### config.mk
export PLATFORM = sky130hd
export DESIGN_NAME = nor_cmd_seq
export DESIGN_NICKNAME = d
export VERILOG_FILES = /design/src/rtl/nor_seq_pkg.sv /design/src/rtl/nor_seq_dp.sv /design/src/rtl/nor_seq_ctrl.sv /design/src/rtl/nor_cmd_seq.sv
export SDC_FILE = /design/constraint.sdc
export NUM_CORES = 1
export LEC_CHECK = 0
export CAP_MARGIN = 20
export CORE_MARGIN = 5
export CORE_UTILIZATION = 34
export DETAILED_ROUTE_END_ITERATION = 16
export SYNTH_ARGS = -nofsm -noshare
export SYNTH_HDL_FRONTEND = slang
export SYNTH_SLANG_ARGS = --single-unit
### constraint.sdc
create_clock -name clk -period 4.3 [get_ports clk]
set_input_delay 1.29 -clock clk [delete_from_list [all_inputs] [get_ports clk]]
set_output_delay 1.29 -clock clk [all_outputs]
set_load 0.03 [all_outputs]
### src/rtl/nor_seq_pkg.sv
package nor_seq_pkg;

  localparam int HALF_W = 16;
  localparam int NUM_DEV = 2;
  localparam int WORD_W = HALF_W * NUM_DEV;

  // command bytes, placed in the low byte of every device half
  localparam logic [7:0] CB_ARRAY  = 8'hFF;
  localparam logic [7:0] CB_IDENT  = 8'h90;
  localparam logic [7:0] CB_ESETUP = 8'h20;
  localparam logic [7:0] CB_ECONF  = 8'hD0;
  localparam logic [7:0] CB_PSETUP = 8'h40;
  localparam logic [7:0] CB_STATUS = 8'h70;

  // status bits within one half
  localparam logic [HALF_W-1:0] HB_READY   = 16'h0080;
  localparam logic [HALF_W-1:0] HB_ERASEER = 16'h0020;
  localparam logic [HALF_W-1:0] HB_PROGER  = 16'h0010;

  // identifier values per half
  localparam logic [HALF_W-1:0] ID_MAKER = 16'h0089;
  localparam logic [HALF_W-1:0] ID_DEVA  = 16'h88F3;
  localparam logic [HALF_W-1:0] ID_DEVB  = 16'h88F4;

  typedef enum logic [1:0] {
    OP_ARRAY = 2'd0,
    OP_PROBE = 2'd1,
    OP_ERASE = 2'd2,
    OP_PROG  = 2'd3
  } opKind_t;

  typedef enum logic [2:0] {
    WS_ARRAY, WS_IDENT, WS_ESETUP, WS_ECONF, WS_PSETUP, WS_STATUS, WS_DATA
  } wsrc_t;

  typedef enum logic [1:0] {
    AS_REQ, AS_ZERO, AS_ONE
  } asrc_t;

  // strobes from control to datapath
  typedef struct packed {
    logic  latchReq;
    wsrc_t wsrc;
    asrc_t asrc;
    logic  capStatus;
    logic  capMaker;
    logic  capDevice;
    logic  capVerify;
    logic  pollInc;
  } strobe_t;

  function automatic logic [WORD_W-1:0] dupHalf(input logic [HALF_W-1:0] h);
    logic [WORD_W-1:0] w;
    for (int i = 0; i < NUM_DEV; i++) w[i*HALF_W +: HALF_W] = h;
    return w;
  endfunction

  function automatic logic [WORD_W-1:0] dupCmd(input logic [7:0] c);
    return dupHalf({8'h00, c});
  endfunction

endpackage

### src/rtl/nor_seq_dp.sv
module nor_seq_dp
  import nor_seq_pkg::*;
#(
  parameter int ADDR_W = 20,
  parameter int POLL_W = 16
) (
  input  logic              clk,
  input  logic              rstN,
  input  strobe_t           stb,
  input  logic [1:0]        reqOp,
  input  logic [ADDR_W-1:0] reqAddr,
  input  logic [WORD_W-1:0] reqData,
  input  logic [POLL_W-1:0] pollLimit,
  input  logic [WORD_W-1:0] fbRdata,
  output logic [ADDR_W-1:0] fbAddr,
  output logic [WORD_W-1:0] fbWdata,
  output logic              statusReady,
  output logic              pollExpired,
  output logic              resultFail
);

  localparam logic [WORD_W-1:0] W_ERASEER = dupHalf(HB_ERASEER);
  localparam logic [WORD_W-1:0] W_PROGER  = dupHalf(HB_PROGER);
  localparam logic [WORD_W-1:0] W_MAKER   = dupHalf(ID_MAKER);
  localparam logic [WORD_W-1:0] W_DEVA    = dupHalf(ID_DEVA);
  localparam logic [WORD_W-1:0] W_DEVB    = dupHalf(ID_DEVB);
  localparam int CNT_W = POLL_W + 1;

  opKind_t           opReg;
  logic [ADDR_W-1:0] addrReg;
  logic [WORD_W-1:0] dataReg;
  logic [POLL_W-1:0] limitReg;
  logic [POLL_W-1:0] pollCnt;
  logic [WORD_W-1:0] statusReg;
  logic [WORD_W-1:0] makerReg;
  logic [WORD_W-1:0] deviceReg;
  logic              verifyBad;
  logic              timedOut;
  logic [NUM_DEV-1:0] halfReady;
  logic [CNT_W-1:0]  nextCnt;

  // per-device ready bit
  for (genvar g = 0; g < NUM_DEV; g++) begin : gReady
    assign halfReady[g] = |(fbRdata[g*HALF_W +: HALF_W] & HB_READY);
  end
  assign statusReady = &halfReady;

  assign nextCnt     = {1'b0, pollCnt} + CNT_W'(1);
  assign pollExpired = nextCnt >= {1'b0, limitReg};

  always_ff @(posedge clk) begin
    if (!rstN) begin
      opReg     <= OP_ARRAY;
      addrReg   <= '0;
      dataReg   <= '0;
      limitReg  <= '0;
      pollCnt   <= '0;
      statusReg <= '0;
      makerReg  <= '0;
      deviceReg <= '0;
      verifyBad <= 1'b0;
      timedOut  <= 1'b0;
    end else begin
      if (stb.latchReq) begin
        opReg     <= opKind_t'(reqOp);
        addrReg   <= reqAddr;
        dataReg   <= reqData;
        limitReg  <= pollLimit;
        pollCnt   <= '0;
        statusReg <= '0;
        makerReg  <= '0;
        deviceReg <= '0;
        verifyBad <= 1'b0;
        timedOut  <= 1'b0;
      end
      if (stb.pollInc)   pollCnt   <= pollCnt + POLL_W'(1);
      if (stb.capStatus) begin
        statusReg <= fbRdata;
        timedOut  <= !statusReady && pollExpired;
      end
      if (stb.capMaker)  makerReg  <= fbRdata;
      if (stb.capDevice) deviceReg <= fbRdata;
      if (stb.capVerify) verifyBad <= (fbRdata != dataReg);
    end
  end

  always_comb begin
    unique case (stb.asrc)
      AS_ZERO: fbAddr = '0;
      AS_ONE:  fbAddr = ADDR_W'(1);
      default: fbAddr = addrReg;
    endcase
  end

  always_comb begin
    unique case (stb.wsrc)
      WS_IDENT:  fbWdata = dupCmd(CB_IDENT);
      WS_ESETUP: fbWdata = dupCmd(CB_ESETUP);
      WS_ECONF:  fbWdata = dupCmd(CB_ECONF);
      WS_PSETUP: fbWdata = dupCmd(CB_PSETUP);
      WS_STATUS: fbWdata = dupCmd(CB_STATUS);
      WS_DATA:   fbWdata = dataReg;
      default:   fbWdata = dupCmd(CB_ARRAY);
    endcase
  end

  always_comb begin
    unique case (opReg)
      OP_PROBE: resultFail = !((makerReg == W_MAKER) &&
                               ((deviceReg == W_DEVA) || (deviceReg == W_DEVB)));
      OP_ERASE: resultFail = timedOut || (|(statusReg & W_ERASEER));
      OP_PROG:  resultFail = timedOut || (|(statusReg & W_PROGER)) || verifyBad;
      default:  resultFail = 1'b0;
    endcase
  end

endmodule

### src/rtl/nor_seq_ctrl.sv
module nor_seq_ctrl
  import nor_seq_pkg::*;
(
  input  logic       clk,
  input  logic       rstN,
  input  logic       reqValid,
  input  logic [1:0] reqOp,
  input  logic       fbRvalid,
  input  logic       statusReady,
  input  logic       pollExpired,
  output strobe_t    stb,
  output logic       fbReq,
  output logic       fbWrite,
  output logic       busy,
  output logic       doneValid
);

  typedef enum logic [3:0] {
    S_IDLE, S_SETUP, S_SECOND, S_POLLCMD, S_POLLREQ, S_POLLWAIT,
    S_ID0REQ, S_ID0WAIT, S_ID1REQ, S_ID1WAIT,
    S_ARRAY, S_VREQ, S_VWAIT, S_DONE
  } state_t;

  state_t  state, stateNext;
  opKind_t opReg;
  logic    busWr, busRd;

  always_ff @(posedge clk) begin
    if (!rstN) begin
      state <= S_IDLE;
      opReg <= OP_ARRAY;
    end else begin
      state <= stateNext;
      if (state == S_IDLE && reqValid) opReg <= opKind_t'(reqOp);
    end
  end

  always_comb begin
    stb       = '0;
    stb.wsrc  = WS_ARRAY;
    stb.asrc  = (opReg == OP_PROBE) ? AS_ZERO : AS_REQ;
    busWr     = 1'b0;
    busRd     = 1'b0;
    stateNext = state;
    unique case (state)
      S_IDLE: begin
        stb.asrc = AS_REQ;
        if (reqValid) begin
          stb.latchReq = 1'b1;
          stateNext = (opKind_t'(reqOp) == OP_ARRAY) ? S_ARRAY : S_SETUP;
        end
      end
      S_SETUP: begin
        busWr = 1'b1;
        unique case (opReg)
          OP_PROBE: stb.wsrc = WS_IDENT;
          OP_ERASE: stb.wsrc = WS_ESETUP;
          default:  stb.wsrc = WS_PSETUP;
        endcase
        stateNext = (opReg == OP_PROBE) ? S_ID0REQ : S_SECOND;
      end
      S_SECOND: begin
        busWr     = 1'b1;
        stb.wsrc  = (opReg == OP_ERASE) ? WS_ECONF : WS_DATA;
        stateNext = S_POLLCMD;
      end
      S_POLLCMD: begin
        busWr     = 1'b1;
        stb.wsrc  = WS_STATUS;
        stateNext = S_POLLREQ;
      end
      S_POLLREQ: begin
        busRd     = 1'b1;
        stateNext = S_POLLWAIT;
      end
      S_POLLWAIT: begin
        if (fbRvalid) begin
          stb.capStatus = 1'b1;
          if (statusReady || pollExpired) begin
            stateNext = S_ARRAY;
          end else begin
            stb.pollInc = 1'b1;
            stateNext = S_POLLCMD;
          end
        end
      end
      S_ID0REQ: begin
        busRd     = 1'b1;
        stb.asrc  = AS_ZERO;
        stateNext = S_ID0WAIT;
      end
      S_ID0WAIT: begin
        if (fbRvalid) begin
          stb.capMaker = 1'b1;
          stateNext = S_ID1REQ;
        end
      end
      S_ID1REQ: begin
        busRd     = 1'b1;
        stb.asrc  = AS_ONE;
        stateNext = S_ID1WAIT;
      end
      S_ID1WAIT: begin
        if (fbRvalid) begin
          stb.capDevice = 1'b1;
          stateNext = S_ARRAY;
        end
      end
      S_ARRAY: begin
        busWr     = 1'b1;
        stb.wsrc  = WS_ARRAY;
        stateNext = (opReg == OP_PROG) ? S_VREQ : S_DONE;
      end
      S_VREQ: begin
        busRd     = 1'b1;
        stateNext = S_VWAIT;
      end
      S_VWAIT: begin
        if (fbRvalid) begin
          stb.capVerify = 1'b1;
          stateNext = S_DONE;
        end
      end
      S_DONE: stateNext = S_IDLE;
      default: stateNext = S_IDLE;
    endcase
  end

  assign fbReq     = busWr || busRd;
  assign fbWrite   = busWr;
  assign busy      = (state != S_IDLE);
  assign doneValid = (state == S_DONE);

endmodule

### src/rtl/nor_cmd_seq.sv
module nor_cmd_seq
  import nor_seq_pkg::*;
#(
  parameter int ADDR_W = 20,
  parameter int POLL_W = 16
) (
  input  logic              clk,
  input  logic              rstN,
  input  logic              reqValid,
  input  logic [1:0]        reqOp,
  input  logic [ADDR_W-1:0] reqAddr,
  input  logic [31:0]       reqData,
  input  logic [POLL_W-1:0] pollLimit,
  output logic              busy,
  output logic              doneValid,
  output logic              doneFail,
  output logic              fbReq,
  output logic              fbWrite,
  output logic [ADDR_W-1:0] fbAddr,
  output logic [31:0]       fbWdata,
  input  logic              fbRvalid,
  input  logic [31:0]       fbRdata
);

  strobe_t stb;
  logic    statusReady, pollExpired, resultFail;

  nor_seq_ctrl u_ctrl (
    .clk(clk), .rstN(rstN), .reqValid(reqValid), .reqOp(reqOp),
    .fbRvalid(fbRvalid), .statusReady(statusReady), .pollExpired(pollExpired),
    .stb(stb), .fbReq(fbReq), .fbWrite(fbWrite), .busy(busy), .doneValid(doneValid)
  );

  nor_seq_dp #(.ADDR_W(ADDR_W), .POLL_W(POLL_W)) u_dp (
    .clk(clk), .rstN(rstN), .stb(stb), .reqOp(reqOp), .reqAddr(reqAddr),
    .reqData(reqData), .pollLimit(pollLimit), .fbRdata(fbRdata),
    .fbAddr(fbAddr), .fbWdata(fbWdata), .statusReady(statusReady),
    .pollExpired(pollExpired), .resultFail(resultFail)
  );

  assign doneFail = doneValid && resultFail;

endmodule

==> metrics.txt, run 1 <==
status=finished clean; startpoint types=flip-flop; Worst R2R End=u_dp.pollCnt[0]; number of global-route vias before repair=7,199; Core Region=roughly 0.023 mm^2; Initial DRC Count=between 500 and 600; crit-path max FO=20; worst path required time=~3.0 ns; Ant. Diodes=0; Synth Cell Area=~0.0080 mm^2; CTS Sinks=160; TritonCTS clock tree=built; row count=56; Post-Syn Instances=1,014; largest net degree at the start of global routing=71; HPWL Detailed=approximately 18,000 um; vias post-DR=between 7,000 and 8,000; hold depth=2; Yosys cell types=68; fin crit share=0.950; Final nets=between 1,000 and 1,500; FFs w/ async S/R, synth=0; setup violators final=0; initial antenna violation count=0; Post-Layout Inst Area=about 0.010 mm^2; Inst Count DP=between 1,000 and 1,500; Syn Nets=approximately 1,100; final wirelength=about 25,000 um; Slew @ Worst Pin=between 0.7 and 0.8 ns; Initial Util=0.342; DRT antenna net count=0; Final min period=~4 ns; hold_sp=u_dp.addrReg[1]; Crit path arrival time=2.80 ns; H-tree lvl count=4; Fillers=2,418; setup TNS=0 ns; Die Area=about 0.027 mm^2; Final Slew Violations=0; RePlAce Congestion=slightly above 0.8; Die Span X=~160 um; Clock transition at path regs=roughly 0.060 ns; post-synthesis sequential area ratio=0.402; wire per inst=17.1 um; Final Hold Vio Count=0; synth top area cells=dfxtp_1 (40%), nand2_1 (10%), a21oi_1 (7.8%); Area after DPL=between 0.009 and 0.01 mm^2; vias per cell=~5.1; FMAX=0.245 GHz; clk_skew=about 0.012 ns; Post-Layout Cell Count=1,479; worst hold endpoint=u_dp.addrReg[1]; input/output buffers=162; Slew Limit Headroom=0.477; WS Path Type=flip-flop to output port; Syn Area/Cell=7.86 um^2; DRC=0; drt first pass iters=5; CTS Buffer Depth=2; top_reg_cell synth=dfxtp_1; EDFF count, synth=0; reg2reg setup slack=a little over 0.7 ns; Reg2Reg Depth=12; synthesis-to-finish area growth=30.4%; Clock Latency Late Sink=approximately 0.43 ns; Worst setup EP type=output port; RSZ-0062 raised after global routing=no; first-pass GRT wire length=around 40,000 um; Yosys reg bits=160; reg2reg start=u_dp.pollCnt[0]; cell taking the most area after synthesis=dfxtp_1; Tot Pwr=just over 6 mW; # hold bufs at CTS=0; CTS Root Cell=clkbuf_16; share of the synthesized area in the top cell type=0.402; static leakage=~3.7 nW; IO Count=approximately 160; peak supply drop=519 uV; Pwr Density=588 mW/mm^2; Hold Path Class=flip-flop to flip-flop; Vert. Die Dim=between 150 and 200 um; Syn. warnings=0; layout cells sized above 1=0.0948; GRT Total Usage=0.189; CTS Buf Count=17; Max Cap Violations=0; gr ovfl total=0
==> Yosys cell counts (4+ instances only) <==
library cell  count
clkbuf_1         43
nand3_1          57
nand2_1         216
a22oi_1          37
o21ai_1           7
a21oi_1         124
and2_1           37
o211ai_2          5
dfxtp_1         160
o211ai_1          9
buf_1             4
nor2b_1           8
buf_2            11
nor4_1            7
buf_6             4
nor2_1           63
a31oi_1           7
nand4_1          16
nor4bb_1          4
o21ai_0          20
nand2b_1          4
buf_4             6
and3_1            4
xnor2_1          43
nor3_1           10
inv_1            24
ha_1             24
==> worst max-delay path, stage by stage, from the launching register on <==
cell and delay (ns):
dfxtp_1 0.41, inv_1 0.11, ha_1 0.25, a21o_1 0.17, a21oi_1 0.23, ha_4 0.28
mux2_2 0.35, clkdlybuf4s50_1 0.59
==> layer usage <==
| metal | wire (um) | track usage | vias up |
|---|---|---|---|
| li1 | - | - | 3755 |
| met1 | 11400 | 0.264 | 3467 |
| met2 | 11600 | 0.292 | 239 |
| met3 | 1870 | 0.0517 | 20 |
| met4 | 379 | 0.0442 | 0 |
| met5 | 0 | 0 | - |
==> worst max-delay path by stage <==
stage                     from          end  cells after the start
6_report         u_dp.opReg[1]    fbAddr[0]                      7
3_5_place_dp     u_dp.opReg[1]    fbAddr[0]                      7
4_1_cts          u_dp.opReg[0]  fbWdata[21]                      8
3_3_place_gp     u_dp.opReg[1]    fbAddr[0]                      7
5_1_grt        u_ctrl.state[2]     doneFail                      5
2_1_floorplan  u_ctrl.state[3]   fbWdata[0]                      8
==> registers in the layout, indices dropped and copies added, names as in the netlist, 4 cells and up <==
name,cells
u_ctrl.state,4
u_dp.addrReg,20
u_dp.dataReg,32
u_dp.deviceReg,32
u_dp.limitReg,16
u_dp.makerReg,32
u_dp.pollCnt,16
u_dp.statusReg,4
==> where the power goes <==
group / switching [mW] / total [mW] / internal (mW) / leakage [nW]
clock network: 0.657 / 1.44 / 0.783 / 0.274
logic: 1.78 / 2.80 / 1.02 / 2.12
registers: 0.181 / 1.86 / 1.68 / 1.30
total: 2.62 / 6.10 / 3.48 / 3.69
==> final cells by class <==
class	count	area (um^2)	share of cell area
Clock buffer	20	457	0.0440
Clock inverter	12	98.8	0.00952
Inverter	24	92.6	0.00891
Multi-Input combinational cell	760	4370	0.421
Sequential cell	160	3200	0.308
Tap cell	319	399	0.0384
Timing Repair Buffer	184	1760	0.170
==> cell families (layout without fill, tap and decap cells) <==
| kind of cell | count (synthesis) | after routing | synth area share |
|---|---|---|---|
| buffers and inverters | 94 | 240 | 0.0542 |
| multiplexers | 2 | 2 | 0.00267 |
| adder cells (fa/ha/maj) | 24 | 24 | 0.0377 |
| XOR/XNOR | 46 | 46 | 0.0506 |
| AND/OR/NAND/NOR | 454 | 454 | 0.273 |
| flip-flops | 160 | 160 | 0.402 |
| AO/OA/AOI/OAI | 234 | 234 | 0.179 |
==> placed cells by master, fill, tap and decap left out, types with 5 or more instances in the layout <==
cell type	count
o211ai_2	5
xnor2_1	43
dfxtp_1	160
nor4_1	7
nand4_1	16
a31oi_1	7
a21oi_1	124
clkdlybuf4s50_1	134
nor3_1	10
a22oi_1	37
and2_1	37
buf_4	45
nor2b_1	8
inv_1	23
o21ai_0	20
nor2_1	61
nand3_1	56
clkbuf_16	17
o211ai_1	9
ha_1	23
o21ai_1	7
nand2_1	216
==> timing repair <==
item | in CTS | in global routing
gates resized for setup | 1 | 5
endpoints found under the setup margin | 1 | 7
pin swaps | 0 | 2
buffers inserted | 0 | 1
==> metrics by stage <==
stage / hold slack, ns / util / setup slack [ns]
after floorplan: 0.432 / - / 0.911
after global placement: 0.442 / 0.421 / 0.496
after detailed placement: 0.444 / 0.421 / 0.413
after CTS: 0.453 / 0.445 / 0.0665
after global routing: 0.466 / 0.447 / 0.00295
final: 0.448 / 0.447 / 0.214
Note: power is estimated with default switching activity, not from simulation.
==> run 2: changes to the inputs <==
--- a/config.mk
+++ b/config.mk
@@ -9,6 +9,7 @@
 export CORE_MARGIN = 5
 export CORE_UTILIZATION = 34
 export DETAILED_ROUTE_END_ITERATION = 16
+export GPL_TIMING_DRIVEN = 1
 export SYNTH_ARGS = -nofsm -noshare
 export SYNTH_HDL_FRONTEND = slang
 export SYNTH_SLANG_ARGS = --single-unit
==> results of run 2 <==
No change in the layout: final DEF, timing and power equal those of run 1.
==> run 3: changes to the inputs <==
--- a/config.mk
+++ b/config.mk
@@ -6,10 +6,13 @@
 export NUM_CORES = 1
 export LEC_CHECK = 0
 export CAP_MARGIN = 20
+export CELL_PAD_IN_SITES_DETAIL_PLACEMENT = 1
+export CELL_PAD_IN_SITES_GLOBAL_PLACEMENT = 1
 export CORE_MARGIN = 5
 export CORE_UTILIZATION = 34
 export DETAILED_ROUTE_END_ITERATION = 16
 export GPL_TIMING_DRIVEN = 1
+export PLACE_DENSITY_LB_ADDON = 0.1
 export SYNTH_ARGS = -nofsm -noshare
 export SYNTH_HDL_FRONTEND = slang
 export SYNTH_SLANG_ARGS = --single-unit
==> run 3 against run 2 <==
  * Wire length is 13% higher
  * Clock power grew 6%
  * Largest cell class unchanged
  * Clock skew increased by 0.0028 ns
  * Highest routed layer is now met5
  * Largest power group unchanged
  * Critical endpoint is now fbAddr[18]
  * Die area did not move
  * Critical path depth is 1 higher
==> metrics.txt, run 3 (same netlist as run 1, synthesis figures left out) <==
FMAX=approximately 0.24 GHz; Setup WS pre-CTS=roughly 0.41 ns; status=finished clean; reg2reg start=u_dp.pollCnt[0]; largest net degree at the start of global routing=just over 90; setup slack after layout=0.195 ns; Initial Util=0.342; most common cell after layout, fill and taps aside=nand2_1; RSZ-0062 raised after global routing=no; Tot Pwr=between 6 and 7 mW; Pwr Density=599 mW/mm^2; CTS Buf Count=17; Final min period=4.11 ns; Hold Path Class=flip-flop to flip-flop; setup violators final=0; vias post-DR=~7,600; Slew @ Worst Pin=between 0.5 and 0.6 ns; Ant. Diodes=0; HPWL Detailed=20,700 um; DRT antenna net count=0; Worst Setup SP=u_dp.opReg[1]; Die Area=0.0266 mm^2; Worst setup EP type=output port; Vert. Die Dim=163 um; Crit path arrival time=~2.8 ns; vias per cell=around 5.2; initial antenna violation count=1; input/output buffers=162; slowest cell delay on critical path=~0.59 ns; Slew Limit Headroom=0.637; wire per inst=a little under 20 um; peak supply drop=about 520 uV; Die Span X=163 um; RePlAce Congestion=0.838; Worst Setup EP=fbAddr[18]; drt first pass iters=5; worst path required time=3.01 ns; TritonCTS clock tree=built; CTS Root Cell=clkbuf_16; Top cell by count, worst path=ha_1; Final Hold Vio Count=0; slowest cell on the critical path=clkdlybuf4s50_1; gr ovfl total=0; Final nets=about 1,300; fin crit share=0.955; clk_skew=between 0.01 and 0.015 ns; WS Path Type=flip-flop to output port; Fillers=around 2,900; Clock transition at path regs=approximately 0.080 ns; row count=56; static leakage=about 3.7 nW; IO Count=163; layout cells sized above 1=0.0973; synthesis-to-finish area growth=30.8%; reg2reg setup slack=around 0.61 ns; Min Hold Slack=0.456 ns; Largest regs=u_dp.dataReg x32, u_dp.deviceReg x32, u_dp.makerReg x32; startpoint types=flip-flop; Final Slew Violations=0; first-pass GRT wire length=44,100 um; Core Region=0.0233 mm^2; crit-path max FO=19; CTS Sinks=160; setup TNS=0 ns; H-tree lvl count=4; Clock Latency Late Sink=0.44 ns; Initial DRC Count=around 370; Reg2Reg Depth=13; critical path, cell by cell=inv_1 -> ha_1 -> a21o_1 -> a21oi_1 -> ha_1 -> buf_4 -> and2_1 -> clkdlybuf4s50_1; Worst R2R End=u_dp.pollCnt[12]; CTS Buffer Depth=2; DRC=0; number of global-route vias before repair=between 7,000 and 8,000; GRT Total Usage=0.213; final wirelength=approximately 28,000 um; Max Cap Violations=0; commonest cells after routing, fill and taps aside=nand2_1 (216), dfxtp_1 (158), clkdlybuf4s50_1 (134)
## run 3: cell count changes in the layout (fill, tap and decap cells not counted), sizes merged
cell	before	now
buf	48	49
clkbuf	20	17
inv	29	34
clkinv	6	5
clkinvlp	1	0
## run 3: repair_timing
action	4_1_cts	5_1_grt
endpoints found under the setup margin	2	27
resized for setup	0	7
setup buffers	1	0
pin swaps	1	0
hold buffers	0	0
cloned	0	0
## run 3: area by class of cell
cell class | count | area, um^2 | area share
inverter | 24 | 92.6 | 0.00889
multi-input combinational | 760 | 4360 | 0.419
tap | 319 | 399 | 0.0383
sequential | 160 | 3210 | 0.308
timing repair buffer | 185 | 1770 | 0.170
clock inverter | 15 | 160 | 0.0154
clock buffer | 17 | 425 | 0.0408
## run 3: worst min-delay path by stage
| stage | startpoint | end | slack [ns] | depth (start not counted) |
|---|---|---|---|---|
| after floorplan | u_dp.addrReg[10] | u_dp.addrReg[10] | 0.43 | 2 |
| after global placement | u_dp.addrReg[7] | u_dp.addrReg[7] | 0.44 | 2 |
| after detailed placement | u_dp.addrReg[10] | u_dp.addrReg[10] | 0.45 | 2 |
| after CTS | u_dp.addrReg[10] | u_dp.addrReg[10] | 0.46 | 2 |
| after global routing | u_dp.addrReg[12] | u_dp.addrReg[12] | 0.48 | 2 |
| final | u_dp.addrReg[7] | u_dp.addrReg[7] | 0.46 | 2 |
## run 3: routing by layer
metal  vias to the layer above  GRT usage  wire, um
li1                       3756          -         -
met1                      3670      0.294     13500
met2                       177      0.341     13100
met3                        17     0.0548      1580
met4                         2     0.0377       172
met5                         -          0         7
## run 3: through the flow
| stage | util | instance area, um^2 | instances |
|---|---|---|---|
| global placement | 0.422 | 9810 | 1447 |
| global route | 0.448 | 10400 | 1480 |
| finish | 0.448 | 10400 | 1480 |
| CTS | 0.447 | 10400 | 1480 |
| detailed placement | 0.422 | 9810 | 1447 |
| floorplan | - | 7970 | 1014 |
## run 3: critical path: cells and delay by family, from the launching register on
family	cells	cell delay [ns]
and+or+nand+nor	1	0.18
DFF	1	0.41
AOI/OAI and AO/OA	2	0.34
buffers and inverters	3	0.91
adders and majority gates	2	0.54
## run 3: where the power goes
| group | switching (mW) | internal (mW) |
|---|---|---|
| clock | 0.747 | 0.783 |
| sequential | 0.206 | 1.68 |
| combinational | 1.82 | 1.01 |
| total | 2.77 | 3.48 |
